<file path="src/rtl/sdram_burst_pkg.sv">
package sdram_burst_pkg;

  typedef enum logic [2:0] {
    KIND_1    = 3'd0,
    KIND_2    = 3'd1,
    KIND_4    = 3'd2,
    KIND_8    = 3'd3,
    KIND_PAGE = 3'd4
  } burst_kind_e;

  typedef struct packed {
    burst_kind_e kind;
    logic        bad;
  } len_dec_t;

  // Length code decode; full page is legal only in sequential order.
  function automatic len_dec_t decode_len(input logic [2:0] code, input logic interleave);
    len_dec_t d;
    d.bad = 1'b0;
    case (code)
      3'b000:  d.kind = KIND_1;
      3'b001:  d.kind = KIND_2;
      3'b010:  d.kind = KIND_4;
      3'b011:  d.kind = KIND_8;
      3'b111: begin
        d.kind = interleave ? KIND_1 : KIND_PAGE;
        d.bad  = interleave;
      end
      default: begin
        d.kind = KIND_1;
        d.bad  = 1'b1;
      end
    endcase
    return d;
  endfunction

endpackage

</file>
<file path="src/rtl/sdram_mode_copy.sv">
module sdram_mode_copy
  import sdram_burst_pkg::*;
(
  input  logic        clk,
  input  logic        rst_n,
  input  logic        load,
  input  logic [2:0]  len_code,
  input  logic        interleave,
  input  logic        write_single,
  output burst_kind_e kind_q,
  output logic        il_q,
  output logic        ws_q,
  output logic        err_q
);

  len_dec_t dec;
  assign dec = decode_len(len_code, interleave);

  always_ff @(posedge clk) begin
    if (!rst_n) begin
      kind_q <= KIND_1;
      il_q   <= 1'b0;
      ws_q   <= 1'b0;
      err_q  <= 1'b0;
    end else if (load) begin
      kind_q <= dec.kind;
      il_q   <= interleave & ~dec.bad;
      ws_q   <= write_single;
      err_q  <= err_q | dec.bad;
    end
  end

  p_err_sticky_r10: assert property (@(posedge clk) disable iff (!rst_n)
    err_q |=> err_q);

  p_reserved_flags_r10: assert property (@(posedge clk) disable iff (!rst_n)
    (load && (len_code inside {3'b100, 3'b101, 3'b110})) |=> err_q && kind_q == KIND_1);

endmodule

</file>
<file path="src/rtl/sdram_beat_seq.sv">
module sdram_beat_seq
  import sdram_burst_pkg::*;
#(
  parameter int COL_W = 8
) (
  input  logic             clk,
  input  logic             rst_n,
  input  logic             start,
  input  logic [COL_W-1:0] start_col,
  input  burst_kind_e      kind,
  input  logic             interleave,
  input  logic             stop,
  output logic             active,
  output logic [COL_W-1:0] base_q,
  output logic [COL_W-1:0] idx_q,
  output logic [COL_W-1:0] mask_q,
  output logic             il_q,
  output logic             page_q,
  output logic             last
);

  function automatic logic [COL_W-1:0] kind_mask(input burst_kind_e k);
    case (k)
      KIND_1:  return '0;
      KIND_2:  return COL_W'(1);
      KIND_4:  return COL_W'(3);
      KIND_8:  return COL_W'(7);
      default: return '1;
    endcase
  endfunction

  assign last = active && !page_q && (idx_q == mask_q);

  always_ff @(posedge clk) begin
    if (!rst_n) begin
      active <= 1'b0;
      base_q <= '0;
      idx_q  <= '0;
      mask_q <= '0;
      il_q   <= 1'b0;
      page_q <= 1'b0;
    end else if (start) begin
      active <= 1'b1;
      base_q <= start_col;
      idx_q  <= '0;
      mask_q <= kind_mask(kind);
      il_q   <= interleave;
      page_q <= (kind == KIND_PAGE);
    end else if (active) begin
      if (stop || last) active <= 1'b0;
      else              idx_q  <= idx_q + 1'b1;
    end
  end

  p_stop_ends_r7: assert property (@(posedge clk) disable iff (!rst_n)
    (stop && !start) |=> !active);

  p_last_drops_r6: assert property (@(posedge clk) disable iff (!rst_n)
    (last && !start) |=> !active);

  p_page_no_last_r4: assert property (@(posedge clk) disable iff (!rst_n)
    (active && page_q && !start && !stop) |=> active);

  p_restart_r9: assert property (@(posedge clk) disable iff (!rst_n)
    start |=> active && idx_q == '0);

endmodule

</file>
<file path="src/rtl/sdram_col_calc.sv">
module sdram_col_calc #(
  parameter int COL_W = 8
) (
  input  logic [COL_W-1:0] base,
  input  logic [COL_W-1:0] idx,
  input  logic [COL_W-1:0] mask,
  input  logic             interleave,
  input  logic             active,
  output logic [COL_W-1:0] col
);

  function automatic logic [COL_W-1:0] beat_col(
    input logic [COL_W-1:0] b, input logic [COL_W-1:0] i,
    input logic [COL_W-1:0] m, input logic il);
    logic [COL_W-1:0] lo;
    lo = il ? (b ^ i) : (b + i);
    return (b & ~m) | (lo & m);
  endfunction

  assign col = active ? beat_col(base, idx, mask, interleave) : '0;

endmodule

</file>
<file path="src/rtl/sdram_burst_colgen.sv">
module sdram_burst_colgen
  import sdram_burst_pkg::*;
#(
  parameter int COL_W = 8
) (
  input  logic             clk,
  input  logic             rst_n,
  input  logic             mode_load,
  input  logic [2:0]       mode_len_code,
  input  logic             mode_interleave,
  input  logic             mode_write_single,
  input  logic             start,
  input  logic             start_wr,
  input  logic [COL_W-1:0] start_col,
  input  logic             stop,
  output logic [COL_W-1:0] col_addr,
  output logic             beat_valid,
  output logic             beat_last,
  output logic             mode_err
);

  burst_kind_e      cfg_kind, eff_kind;
  logic             cfg_il, cfg_ws;
  logic             seq_active, seq_il, seq_page, seq_last;
  logic [COL_W-1:0] seq_base, seq_idx, seq_mask;
  logic             force_single;

  sdram_mode_copy u_mode (
    .clk          (clk),
    .rst_n        (rst_n),
    .load         (mode_load),
    .len_code     (mode_len_code),
    .interleave   (mode_interleave),
    .write_single (mode_write_single),
    .kind_q       (cfg_kind),
    .il_q         (cfg_il),
    .ws_q         (cfg_ws),
    .err_q        (mode_err)
  );

  assign force_single = cfg_ws && start_wr;
  assign eff_kind     = force_single ? KIND_1 : cfg_kind;

  sdram_beat_seq #(.COL_W(COL_W)) u_seq (
    .clk        (clk),
    .rst_n      (rst_n),
    .start      (start),
    .start_col  (start_col),
    .kind       (eff_kind),
    .interleave (cfg_il),
    .stop       (stop),
    .active     (seq_active),
    .base_q     (seq_base),
    .idx_q      (seq_idx),
    .mask_q     (seq_mask),
    .il_q       (seq_il),
    .page_q     (seq_page),
    .last       (seq_last)
  );

  sdram_col_calc #(.COL_W(COL_W)) u_calc (
    .base       (seq_base),
    .idx        (seq_idx),
    .mask       (seq_mask),
    .interleave (seq_il),
    .active     (seq_active),
    .col        (col_addr)
  );

  assign beat_valid = seq_active;
  assign beat_last  = seq_last;

  p_start_beat0_r5: assert property (@(posedge clk) disable iff (!rst_n)
    start |=> beat_valid && col_addr == $past(start_col));

  p_seq_step_r2: assert property (@(posedge clk) disable iff (!rst_n)
    (beat_valid && !beat_last && !seq_il && !start && !stop)
      |=> ((col_addr - $past(col_addr)) & seq_mask) == COL_W'(1));

  p_wsingle_r8: assert property (@(posedge clk) disable iff (!rst_n)
    (start && start_wr && cfg_ws) |=> beat_last);

  p_last_valid_r6: assert property (@(posedge clk) disable iff (!rst_n)
    beat_last |-> beat_valid && !seq_page);

  p_idle_col_r11: assert property (@(posedge clk) disable iff (!rst_n)
    !beat_valid |-> col_addr == '0);

endmodule

</file>
<file path="config.mk">
export PLATFORM = sky130hd
export DESIGN_NAME = sdram_burst_colgen
export DESIGN_NICKNAME = d
export VERILOG_FILES = /design/src/rtl/sdram_burst_pkg.sv /design/src/rtl/sdram_mode_copy.sv /design/src/rtl/sdram_beat_seq.sv /design/src/rtl/sdram_col_calc.sv /design/src/rtl/sdram_burst_colgen.sv
export SDC_FILE = /design/constraint.sdc
export NUM_CORES = 1
export LEC_CHECK = 0
export BUFFER_PORTS_ARGS = -buffer_cell sky130_fd_sc_hd__buf_2
export CORE_AREA = 2 2 59 61
export CTS_CLUSTER_SIZE = 20
export DETAILED_ROUTE_END_ITERATION = 7
export DIE_AREA = 0 0 61 63
export PLACE_DENSITY = 0.87
export REMOVE_ABC_BUFFERS = 1
export SETUP_SLACK_MARGIN = 0.5
export SLEW_MARGIN = 15
export SYNTH_ARGS = -nofsm -noshare
export SYNTH_HDL_FRONTEND = slang
export SYNTH_HIERARCHICAL = 1
export SYNTH_SLANG_ARGS = --single-unit
</file>
<file path="constraint.sdc">
create_clock -name clk -period 3.8 [get_ports clk]
set_input_delay 0.38 -clock clk [delete_from_list [all_inputs] [get_ports clk]]
set_output_delay 0.38 -clock clk [all_outputs]
set_load 0.005 [all_outputs]
</file>
==> load_flow_metrics.sql, run 1 <==
INSERT INTO impl_metrics (metric_group, metric, value, unit) VALUES
('outcome', 'run_status', 'finished clean', ''),
('worst_setup_path', 'cp.required', '3420', 'ps'),
('floorplan', 'dieArea', '3840', 'sq um'),
('sta', 'min_period', '2710', 'ps'),
('finish', 'design_area', '2030', 'sq um'),
('worst_setup_path', 'critical_path.n_buffers_inverters', '1', ''),
('worst_setup_path', 'path_class', 'reg2out', ''),
('worst_hold_path', 'min-delay-path-class', 'in2reg', ''),
('clocking', 'insertion_delay', '330', 'ps'),
('worst_setup_path', 'reg2regPathDepth', '5', ''),
('global_routing', 'grt-ovfl-total', '0', ''),
('sta', 'post_route_worst_hold_slack', '298', 'ps'),
('global_routing', 'grt_pass1_vias', '1395', ''),
('sta', 'setup_total_negative_slack', '0', 'ps'),
('worst_setup_path', 'crit_path_cell_trace', 'ha_1 -> a211oi_1 -> o21a_1 -> a211oi_1 -> nor4bb_1 -> o221ai_1 -> buf_2', ''),
('sta', 'timing.final.setup_violations', '0', ''),
('finish', 'fin_nets', '258', ''),
('worst_setup_path', 'path_max_fanout', '6', ''),
('drt', 'route.detailed.drc', '0', ''),
('logic_synthesis', 'synth_top_cells_by_area', 'dfxtp_1 32%, mux2i_1 7.2%, ha_1 5.5%, a21oi_1 3.9%, nor2b_1 3.8%', ''),
('logic_synthesis', 'async_reset_ff_share', '0', '%'),
('floorplan', 'boundaryPins', '30', ''),
('pwr', 'worst_ir_drop_vdd', '0.219', 'mV'),
('finish', 'antenna-diode-count', '0', ''),
('drt', 'post_drt_wl_per_cell', '13.1', 'microns'),
('drt', 'detail_route.iter0.violations', '73', ''),
('worst_setup_path', 'critical_path.startpoint', 'u_seq/idx_q[1]', ''),
('sta', 'max-slew-margin-rel', '64.5', '%'),
('drt', 'dr_total_vias', '1509', ''),
('run', 'drv_cap', '0', ''),
('placed_design', 'detailedPlacementHpwl', '2.65', 'mm'),
('sta', 'timing_max_transition_violations_final', '0', ''),
('floorplan', 'design.core.area', '3230', 'sq um'),
('drt', 'via_per_inst', '5.45', ''),
('sta', 'timing_worst_slew_pin_value', '528', 'ps'),
('clocking', 'cts_max_level', '2', ''),
('worst_setup_path', 'cpMostUsedCell', 'a211oi_1', ''),
('placed_design', 'placed_area', '1960', 'sq um'),
('logic_synthesis', 'netlist_area', '1820', 'sq um'),
('clocking', 'cts_inserted_buffers', '5', ''),
('global_routing', 'grt_start_max_net_pins', '26', ''),
('logic_synthesis', 'yosys_most_used_dff', 'dfxtp_1', ''),
('worst_setup_path', 'critical_path.reg2reg.endpoint', 'u_seq/idx_q[4]', ''),
('global_routing', 'grtUsageMet3', '6.63', '%'),
('floorplan', 'placementRows', '21', ''),
('worst_setup_path', 'startpoint_type', 'register', ''),
('pwr', 'power_per_cell_area', '305', 'nW/um^2'),
('global_routing', 'track_usage', '21.6', '%'),
('logic_synthesis', 'synth-seq-cells', '29', ''),
('floorplan', 'initial_utilization', '56.3', '%'),
('drt', 'drtAntennaViolNets', '0', ''),
('logic_synthesis', 'synth_top_cell_area_share', '31.9', '%'),
('placed_design', 'placement.io_buffers', '29', ''),
('clocking', 'tritoncts', 'yes', ''),
('logic_synthesis', 'yosysTopAreaCell', 'dfxtp_1', ''),
('sta', 'timing.clock.skew', '10.0', 'ps'),
('logic_synthesis', 'synth_area_per_cell', '8.96', 'sq um'),
('worst_setup_path', 'worstSetupEndpoint', 'col_addr[7]', ''),
('sta', 'portion_of_the_clock_cycle_consumed_by_the_worst_path_in_the_final_layout', '71.4', '%'),
('logic_synthesis', 'synth-edff-count', '0', ''),
('pwr', 'leakage', '0.840', 'nW'),
('clocking', 'ctsLongestPathBuffers', '2', ''),
('worst_setup_path', 'timing.critical_path.slowest_cell_delay', '460', 'ps'),
('finish', 'layout-drive-gt1-share', '20.3', '%'),
('logic_synthesis', 'netlist_top_cells_count', '29 x dfxtp_1, 17 x nor2_1, 14 x a21oi_1', ''),
('worst_setup_path', 'timing.rr.start', 'u_seq/idx_q[2]', ''),
('worst_setup_path', 'timing.critical_path.slowest_stage_cell', 'dfxtp_1', ''),
('sta', 'max_freq', '369', 'MHz'),
('global_routing', 'grt-busiest-layer', 'met2', ''),
('sta', 'unrepaired_setup_endpoints_after_global_routing', 'no', ''),
('worst_setup_path', 'cpLargestDelayFamily', 'compound AO/OA/AOI/OAI gates', '');
[metal layers]
layer | routed length, microns | up-vias | share of wire (%)
met5 | 0 | - | 0
met4 | 76 | 0 | 2.1
met3 | 157 | 10 | 4.3
met2 | 1650 | 36 | 45
met1 | 1750 | 678 | 48
li1 | - | 785 | -
[power by group]
group          internal (mW)  switching [mW]
Clock                  0.107           0.108
Sequential             0.315          0.0116
Combinational         0.0366          0.0404
[cell type report]
class | instances | area [sq um] | area share (%)
Inverter | 4 | 15.0 | 0.741
Tap cell | 46 | 57.6 | 2.84
Clock buffer | 7 | 65.1 | 3.21
Multi-Input combinational cell | 161 | 1160 | 57.1
Sequential cell | 29 | 581 | 28.7
Timing Repair Buffer | 29 | 145 | 7.16
Clock inverter | 1 | 5.00 | 0.247
[state kept, by name, summed over array words and instances, names as in the netlist]
| register | flops |
|---|---|
| u_mode/kind_q | 3 |
| u_seq/base_q | 8 |
| u_seq/page_q | 1 |
| u_seq/active | 1 |
| u_seq/mask_q | 4 |
| u_seq/il_q | 1 |
| u_seq/idx_q | 8 |
| u_mode/il_q | 1 |
| u_mode/ws_q | 1 |
| u_mode/err_q | 1 |
[cells in the final DEF (no fill, tap or decap), types with 2 or more instances in the layout]
cell,instances
buf_2,29
o21ai_0,9
nand3_1,8
xor2_1,4
nand2b_1,7
a211oi_1,7
clkbuf_4,5
clkbuf_8,2
dfxtp_1,29
a21boi_1,3
o21a_1,2
nand4_1,2
a21oi_1,14
mux2i_1,13
xnor2_1,7
inv_1,3
nand3b_1,3
nor2_1,17
and3b_1,2
nor2b_1,11
nand2_1,13
nor3_1,3
or3_1,2
ha_1,8
a21boi_0,4
[stage by stage]
stage               total power, mW  worst slack [ps]  cells  utilization [%]
global route                  0.648               948    277             62.7
global placement              0.408              1580    269             60.5
CTS                           0.625              1090    277             62.7
floorplan                     0.377              1810    194                -
finish                        0.618              1090    277             62.7
detailed placement            0.410              1470    269             60.5
[worst register-to-register path, cell delays in order, from the launching register on]
cell	delay, ps
dfxtp_1	460
xor2_1	140
nor4_4	530
a21oi_4	180
nand4_1	150
mux2i_1	180
[how the worst min path moves through the flow]
stage	start	to	slack, ps	cells past startpoint
after CTS	start_col[2]	u_seq/base_q[2]	290	3
after global placement	u_mode/err_q	u_mode/err_q	430	2
after detailed placement	u_mode/err_q	u_mode/err_q	440	2
after floorplan	u_mode/err_q	u_mode/err_q	440	2
after global routing	start_col[7]	u_seq/base_q[7]	300	3
final	start_col[2]	u_seq/base_q[2]	300	3
[cell families (layout without fill, tap and decap cells)]
kind of cell,Yosys count,in the layout,synth area share [%]
DFF,29,29,31.9
AOI/OAI and AO/OA,51,51,20.9
buffers and inverters,13,41,4.40
and+or+nand+nor,77,77,23.7
xor gates and xnor gates,11,11,5.30
adders and majority gates,9,9,6.61
muxes,13,13,7.16
Note: power is estimated with default switching activity, not from simulation.
==> run 2: changes to the inputs <==
ABC_AREA = 1   (was not set)
CORE_AREA = 2 2 61 63   (was 2 2 59 61)
DIE_AREA = 0 0 63 65   (was 0 0 61 63)
PLACE_DENSITY = 0.84   (was 0.87)
clock period = 2.6 ns   (was 3.8 ns; I/O delays follow)
==> load_flow_metrics.sql, run 2 <==
INSERT INTO impl_metrics (metric_group, metric, value, unit) VALUES
('worst_setup_path', 'timing.critical_path.slowest_stage_cell', 'fa_2', ''),
('logic_synthesis', 'synth-seq-cells', '29', ''),
('worst_setup_path', 'startpoint_type', 'register', ''),
('drt', 'post_drt_wl_per_cell', '12.4', 'microns'),
('finish', 'syn_to_final_growth', '23.4', '%'),
('sta', 'min_period', '2170', 'ps'),
('finish', 'layout-drive-gt1-share', '26.2', '%'),
('finish', 'antenna-diode-count', '0', ''),
('worst_setup_path', 'setup.worst_path.end_class', 'output pin', ''),
('clocking', 'cts_inserted_buffers', '5', ''),
('logic_synthesis', 'synth_top_cell_area_share', '31.2', '%'),
('worst_setup_path', 'cp.required', '2340', 'ps'),
('pwr', 'share_clk_of_total_power', '31.3', '%'),
('placed_design', 'placed_area', '2020', 'sq um'),
('drt', 'dr_total_vias', '1996', ''),
('logic_synthesis', 'yosysTopAreaCell', 'dfxtp_1', ''),
('finish', 'largestRegisters', 'u_seq/base_q: 8 flops, u_seq/idx_q: 8 flops, u_seq/mask_q: 4 flops', ''),
('finish', 'design_area', '2300', 'sq um'),
('sta', 'max-slew-margin-rel', '65.0', '%'),
('pwr', 'seq_pwr_share', '54.1', '%'),
('worst_hold_path', 'hold-path-cell-count', '3', ''),
('global_routing', 'track_usage', '25.1', '%'),
('pwr', 'worst_ir_drop_vdd', '0.297', 'mV'),
('logic_synthesis', 'netlist_top_cells_count', '80 x nand2_1, 40 x inv_1, 34 x nor2_1', ''),
('floorplan', 'boundaryPins', '30', ''),
('logic_synthesis', 'yosys_most_used_dff', 'dfxtp_1', ''),
('finish', 'fill_cells', '316', ''),
('sta', 'timing.clock.skew', '11.1', 'ps'),
('run', 'drv_cap', '0', ''),
('placed_design', 'detailedPlacementHpwl', '3.04', 'mm'),
('clocking', 'hold_bufs_inserted_after_cts', '0', ''),
('clocking', 'cts_num_sinks', '29', ''),
('floorplan', 'design.core.area', '3500', 'sq um'),
('logic_synthesis', 'netlist_cell_types', '32', ''),
('logic_synthesis', 'netlist_area', '1860', 'sq um'),
('clocking', 'tritoncts', 'yes', ''),
('placed_design', 'gpl.final_weighted_congestion', '0.926', ''),
('floorplan', 'die_height', '65', 'microns'),
('logic_synthesis', 'synth_top_cells_by_area', 'dfxtp_1 31%, nand2_1 16%, inv_1 8.1%, nand3_1 8.1%, nor2_1 6.9%', ''),
('worst_hold_path', 'min_from', 'start_col[0]', ''),
('pwr', 'power_per_cell_area', '384', 'nW/um^2'),
('clocking', 'insertion_delay', '340', 'ps'),
('worst_hold_path', 'min-delay-path-class', 'in2reg', ''),
('global_routing', 'grt_pass1_wl', '7.97', 'mm'),
('logic_synthesis', 'yosysWarnings', '6', ''),
('worst_setup_path', 'cp_data_arrival_time', '1910', 'ps'),
('sta', 'timing_max_transition_violations_final', '0', ''),
('logic_synthesis', 'dominant_combinational_cell_family_by_area_after_synthesis', 'simple AND/OR/NAND/NOR gates', ''),
('finish', 'final-instance-count-excl-fill', '376', ''),
('sta', 'setup_total_negative_slack', '0', 'ps'),
('finish', 'layout_commonest_cell', 'nand2_1', ''),
('logic_synthesis', 'synth_simple_gate_area_share', '39.0', '%'),
('pwr', 'internal_dissipation', '638', 'uW'),
('worst_setup_path', 'cpMostUsedCell', 'nor2_1', ''),
('clocking', 'ctsLongestPathBuffers', '2', ''),
('drt', 'via_per_inst', '5.31', ''),
('logic_synthesis', 'synth_fa_ha_area_share', '6.45', '%'),
('drt', 'drtAntennaViolNets', '0', ''),
('floorplan', 'placementRows', '22', ''),
('placed_design', 'placement.io_buffers', '29', ''),
('floorplan', 'dieArea', '4100', 'sq um'),
('pwr', 'leakage', '1.11', 'nW'),
('global_routing', 'grt_pass1_vias', '1855', ''),
('logic_synthesis', 'synth_area_per_cell', '6.40', 'sq um'),
('global_routing', 'grt-ovfl-total', '0', ''),
('global_routing', 'antenna_violations_before_repair', '0', ''),
('logic_synthesis', 'post_synthesis_xor_xnor_area_fraction', '0.470', '%'),
('logic_synthesis', 'postSynthCellCount', '291', ''),
('logic_synthesis', 'proportion_of_synthesized_area_in_mux_cells', '0', '%'),
('worst_setup_path', 'timing.critical_path.slowest_cell_delay', '380', 'ps'),
('worst_setup_path', 'timing.rr.start', 'u_seq/active', ''),
('pwr', 'p_switching', '245', 'uW'),
('worst_setup_path', 'critical_path.reg2reg.endpoint', 'u_seq/idx_q[0]', ''),
('sta', 'timing.final.setup_violations', '0', ''),
('global_routing', 'grt_start_max_net_pins', '16', ''),
('logic_synthesis', 'yosysSeqAreaShare', '31.2', '%'),
('floorplan', 'die_width', '63', 'microns'),
('worst_setup_path', 'reg2regPathDepth', '7', ''),
('finish', 'postLayoutCoreUtil', '65.8', '%'),
('outcome', 'run_status', 'finished clean', ''),
('sta', 'portion_of_the_clock_cycle_consumed_by_the_worst_path_in_the_final_layout', '83.5', '%'),
('logic_synthesis', 'async_reset_ff_share', '0', '%'),
('worst_hold_path', 'hold_end', 'u_seq/base_q[0]', ''),
('logic_synthesis', 'post-synth-top-count-cell', 'nand2_1', ''),
('logic_synthesis', 'synth-compound-area-share', '10.5', '%'),
('sta', 'unrepaired_setup_endpoints_after_global_routing', 'yes', ''),
('finish', 'fin_nets', '356', ''),
('logic_synthesis', 'synth-edff-count', '0', ''),
('pwr', 'combinational_cell_fraction_of_total_power', '14.7', '%'),
('worst_setup_path', 'path_max_fanout', '2', ''),
('sta', 'timing_worst_slew_pin_value', '525', 'ps'),
('drt', 'drt_pass1_iterations', '4', ''),
('drt', 'detail_route.iter0.violations', '136', ''),
('worst_setup_path', 'reg2reg_slack', '860', 'ps'),
('floorplan', 'initial_utilization', '53.3', '%'),
('finish', 'final_cell_mix', '75 x nand2_1, 40 x inv_1, 32 x nor2_1, 29 x buf_2, 28 x nand3_1', ''),
('clocking', 'cts_max_level', '2', ''),
('worst_setup_path', 'crit_path_cell_trace', 'ha_4 -> fa_2 -> nand3_2 -> nand2_2 -> nand2_1 -> nand3b_1 -> a21oi_1 -> nor2_1 -> nor2_1 -> buf_2', ''),
('clocking', 'cts.reportedPaths.clkPinSlew', '80', 'ps'),
('drt', 'route.detailed.drc', '0', ''),
('sta', 'max_freq', '461', 'MHz'),
('pwr', 'power.switching_fraction', '27.8', '%'),
('worst_setup_path', 'path_class', 'reg2out', ''),
('placed_design', 'dp_cells', '360', ''),
('clocking', 'cts_root_buffer', 'clkbuf_4', ''),
('drt', 'drt_wl_total', '4.66', 'mm'),
('sta', 'report.final.hold_viol_count', '0', '');
==> run 2: cell types whose count changed after synthesis, sizes merged, moves of 11 or more <==
cell,change
nand3,+26
inv,+37
mux2i,-13
nor2,+18
nor2b,-11
nand2,+69
==> run 2: power groups by stage <==
stage	logic (mW)	registers [mW]	clock network, mW
2_1_floorplan	0.0693	0.485	0
3_3_place_gp	0.111	0.489	0
3_5_place_dp	0.114	0.490	0
4_1_cts	0.122	0.482	0.285
5_1_grt	0.146	0.481	0.306
6_report	0.129	0.477	0.276
==> run 2: metrics by stage <==
| stage | hold WS (ps) | setup WS (ps) | power [mW] |
|---|---|---|---|
| after CTS | 129 | 462 | 0.888 |
| after global placement | 438 | 716 | 0.600 |
| after detailed placement | 442 | 679 | 0.604 |
| after floorplan | 390 | 874 | 0.554 |
| after global routing | 155 | 291 | 0.933 |
| final | 142 | 429 | 0.883 |
==> run 2: worst max-delay path by stage <==
stage / startpoint / end / slack (ps)
2_1_floorplan: u_seq/idx_q[0] / col_addr[6] / 870
3_3_place_gp: u_seq/idx_q[0] / col_addr[4] / 720
3_5_place_dp: u_seq/idx_q[0] / col_addr[4] / 680
4_1_cts: u_seq/idx_q[0] / col_addr[6] / 460
5_1_grt: u_seq/idx_q[0] / col_addr[6] / 290
6_report: u_seq/idx_q[0] / col_addr[6] / 430
==> run 2: area by class of cell <==
| type | instances | area (sq um) | area share [%] |
|---|---|---|---|
| tap | 48 | 60.1 | 2.61 |
| multi-input combinational | 210 | 1170 | 50.9 |
| timing repair buffer | 39 | 220 | 9.58 |
| inverter | 43 | 175 | 7.62 |
| sequential | 29 | 618 | 26.9 |
| clock buffer | 7 | 55.1 | 2.39 |
==> run 2: cell families (layout without fill, tap and decap cells) <==
family                     after synthesis  count (layout)
and+or+nand+nor                        165             165
buffers and inverters                   52              89
AOI/OAI and AO/OA                       35              35
DFF                                     29              29
adders and majority gates                9               9
xor gates and xnor gates                 1               1
==> run 2: per-layer routing <==
layer | GRT usage, % | part of all wire (%)
met1 | 26.2 | 39
met2 | 46.8 | 53
met3 | 6.60 | 6.2
met4 | 11.1 | 1.5
met5 | 0 | 0
==> run 2: repair_timing <==
item / 4_1_cts / 5_1_grt
setup buffers: 2 / 7
resized for setup: 21 / 21
setup endpoints to repair: 4 / 7
pin swaps: 5 / 6
==> run 2: worst max-delay path, delay by kind of cell (launching register included) <==
kind / cells / cell delay, ps
simple gates: 6 / 420
compound gates: 1 / 150
buf+inv: 1 / 110
fa+ha+maj: 2 / 540
flops: 1 / 360
==> run 3: changes to the inputs <==
clock period = 2 ns   (was 2.6 ns; I/O delays follow)
==> load_flow_metrics.sql, run 3 (synthesis gave the netlist of run 2 again) <==
INSERT INTO impl_metrics (metric_group, metric, value, unit) VALUES
('outcome', 'run_status', 'finished with violations', ''),
('outcome', 'violations_in_the_final_reports', 'negative setup slack', ''),
('worst_setup_path', 'timing.critical_path.slowest_stage_cell', 'dfxtp_4', ''),
('drt', 'drt_wl_total', '6.50', 'mm'),
('clocking', 'insertion_delay', '340', 'ps'),
('clocking', 'ctsLongestPathBuffers', '2', ''),
('global_routing', 'antenna_violations_before_repair', '0', ''),
('clocking', 'cts_inserted_buffers', '5', ''),
('pwr', 'worst_ir_drop_vdd', '0.463', 'mV'),
('clocking', 'cts.reportedPaths.clkPinSlew', '110', 'ps'),
('worst_setup_path', 'cp.required', '1800', 'ps'),
('clocking', 'tritoncts', 'yes', ''),
('worst_hold_path', 'min-delay-path-class', 'in2reg', ''),
('clocking', 'cts_root_buffer', 'clkbuf_4', ''),
('sta', 'timing_worst_slew_pin_value', '540', 'ps'),
('placed_design', 'placement.io_buffers', '29', ''),
('drt', 'dr_total_vias', '2276', ''),
('worst_setup_path', 'path_class', 'reg2out', ''),
('sta', 'max_freq', '455', 'MHz'),
('worst_setup_path', 'timing.critical_path.slowest_cell_delay', '370', 'ps'),
('drt', 'via_per_inst', '5.75', ''),
('clocking', 'cts_num_sinks', '29', ''),
('global_routing', 'grt-ovfl-total', '0', ''),
('finish', 'regArea', '624', 'sq um'),
('worst_setup_path', 'crit_path_cell_trace', 'ha_4 -> fa_2 -> nand2_1 -> o21ai_1 -> a21oi_1 -> or2_1 -> inv_1 -> buf_2', ''),
('placed_design', 'gpl.final_weighted_congestion', '0.962', ''),
('placed_design', 'placed_area', '2060', 'sq um'),
('global_routing', 'grt_pass1_vias', '1975', ''),
('worst_setup_path', 'cp_data_arrival_time', '2000', 'ps'),
('finish', 'largestRegisters', 'u_seq/base_q: 8 flops, u_seq/idx_q: 8 flops, u_seq/mask_q: 4 flops', ''),
('pwr', 'leakage', '1.29', 'nW'),
('sta', 'portion_of_the_clock_cycle_consumed_by_the_worst_path_in_the_final_layout', '110', '%'),
('worst_setup_path', 'startpoint_type', 'register', ''),
('sta', 'timing.clock.skew', '11.8', 'ps'),
('sta', 'report.final.hold_viol_count', '0', ''),
('drt', 'detail_route.iter0.violations', '239', ''),
('finish', 'layout_commonest_cell', 'nand2_1', ''),
('floorplan', 'boundaryPins', '30', ''),
('pwr', 'power_per_cell_area', '499', 'nW/um^2'),
('sta', 'post_route_worst_hold_slack', '69.3', 'ps'),
('global_routing', 'grt_pass1_wl', '8.66', 'mm'),
('pwr', 'power', '1.36', 'mW'),
('sta', 'timing_max_transition_violations_final', '0', ''),
('clocking', 'hold_bufs_inserted_after_cts', '0', ''),
('sta', 'unrepaired_setup_endpoints_after_global_routing', 'yes', ''),
('finish', 'layout-drive-gt1-share', '43.4', '%'),
('worst_setup_path', 'path_max_fanout', '2', ''),
('finish', 'syn_to_final_growth', '45.9', '%'),
('sta', 'max-slew-margin-rel', '63.9', '%'),
('floorplan', 'die_width', '63', 'microns'),
('drt', 'post_drt_wl_per_cell', '16.4', 'microns'),
('finish', 'multi_input_comb_area', '1380', 'sq um'),
('placed_design', 'detailedPlacementHpwl', '3.14', 'mm'),
('global_routing', 'grt_start_max_net_pins', '15', ''),
('floorplan', 'placementRows', '22', ''),
('finish', 'design_area', '2720', 'sq um'),
('sta', 'final_critical_path_setup_slack', '-197', 'ps'),
('clocking', 'cts_max_level', '2', ''),
('floorplan', 'die_height', '65', 'microns'),
('drt', 'drtAntennaViolNets', '0', ''),
('floorplan', 'dieArea', '4100', 'sq um'),
('finish', 'antenna-diode-count', '0', ''),
('drt', 'drt_pass1_iterations', '4', ''),
('worst_setup_path', 'setup.worst_path.end_class', 'output pin', ''),
('finish', 'fin_nets', '375', ''),
('finish', 'fill_cells', '238', ''),
('global_routing', 'track_usage', '26.8', '%'),
('run', 'drv_cap', '0', ''),
('sta', 'min_period', '2200', 'ps'),
('sta', 'timing.final.setup_violations', '5', ''),
('floorplan', 'design.core.area', '3500', 'sq um'),
('drt', 'route.detailed.drc', '0', ''),
('floorplan', 'initial_utilization', '53.3', '%'),
('finish', 'final_cell_mix', '59 x nand2_1, 36 x inv_1, 29 x buf_2, 26 x nor2_1, 19 x nand3_1', '');
==> run 3: cell types whose count changed in the layout (fill, tap and decap cells not counted), sizes merged <==
cell      previous run  this run
buf                 39        57
clkbuf               7         5
bufinv               1         2
clkinv               1         2
clkinvlp             0         1
nand3               34        35
==> run 3: what timing repair did <==
item | CTS | global route
pin swaps | 23 | 41
gates cloned | 0 | 1
setup endpoints to repair | 13 | 18
resized for setup | 44 | 67
buffers inserted | 11 | 11
==> run 3: cell type report <==
cell class / count / share of cell area (%)
multi-input combinational: 211 / 50.7
timing repair buffer: 57 / 14.5
clock inverter: 3 / 1.70
clock buffer: 5 / 1.38
inverter: 43 / 6.54
sequential: 29 / 23.0
tap: 48 / 2.21
==> run 3: final timing paths <==
kind / from / to / slack, ps / cells after the start
max: u_seq/idx_q[0] / col_addr[2] / -200 / 8
min: start_col[6] / u_seq/base_q[6] / 70 / 3
max reg2reg: u_seq/idx_q[1] / u_seq/idx_q[0] / 280 / 12
min reg2reg: u_mode/err_q / u_mode/err_q / 460 / 2
==> run 3: power breakdown <==
part	leakage [nW]	switching [mW]	internal, mW
Clock	0.0414	0.236	0.264
Sequential	0.247	0.0232	0.592
Combinational	0.999	0.138	0.101
==> run 3: layer usage <==
| layer | track usage, % | routed length [microns] |
|---|---|---|
| met5 | 0 | 0 |
| met4 | 15.0 | 429 |
| met2 | 48.7 | 3160 |
| met1 | 28.7 | 2380 |
| met3 | 5.90 | 525 |
==> run 3: critical path, delay by kind of cell, from the launching register on <==
family | cells | cell delay, ps
and+or+nand+nor | 2 | 290
AOI/OAI and AO/OA | 2 | 330
buffers and inverters | 2 | 150
adders and majority gates | 2 | 510
DFF | 1 | 370
==> run 3: stage by stage <==
step | setup slack, ps | cells | util, % | TNS, ps
after floorplan | 334 | 282 | - | 0
after global placement | 188 | 365 | 58.8 | 0
after detailed placement | 128 | 365 | 58.8 | 0
after CTS | -123 | 384 | 68.8 | -232
after global routing | -249 | 396 | 77.7 | -975
final | -197 | 396 | 77.7 | -493
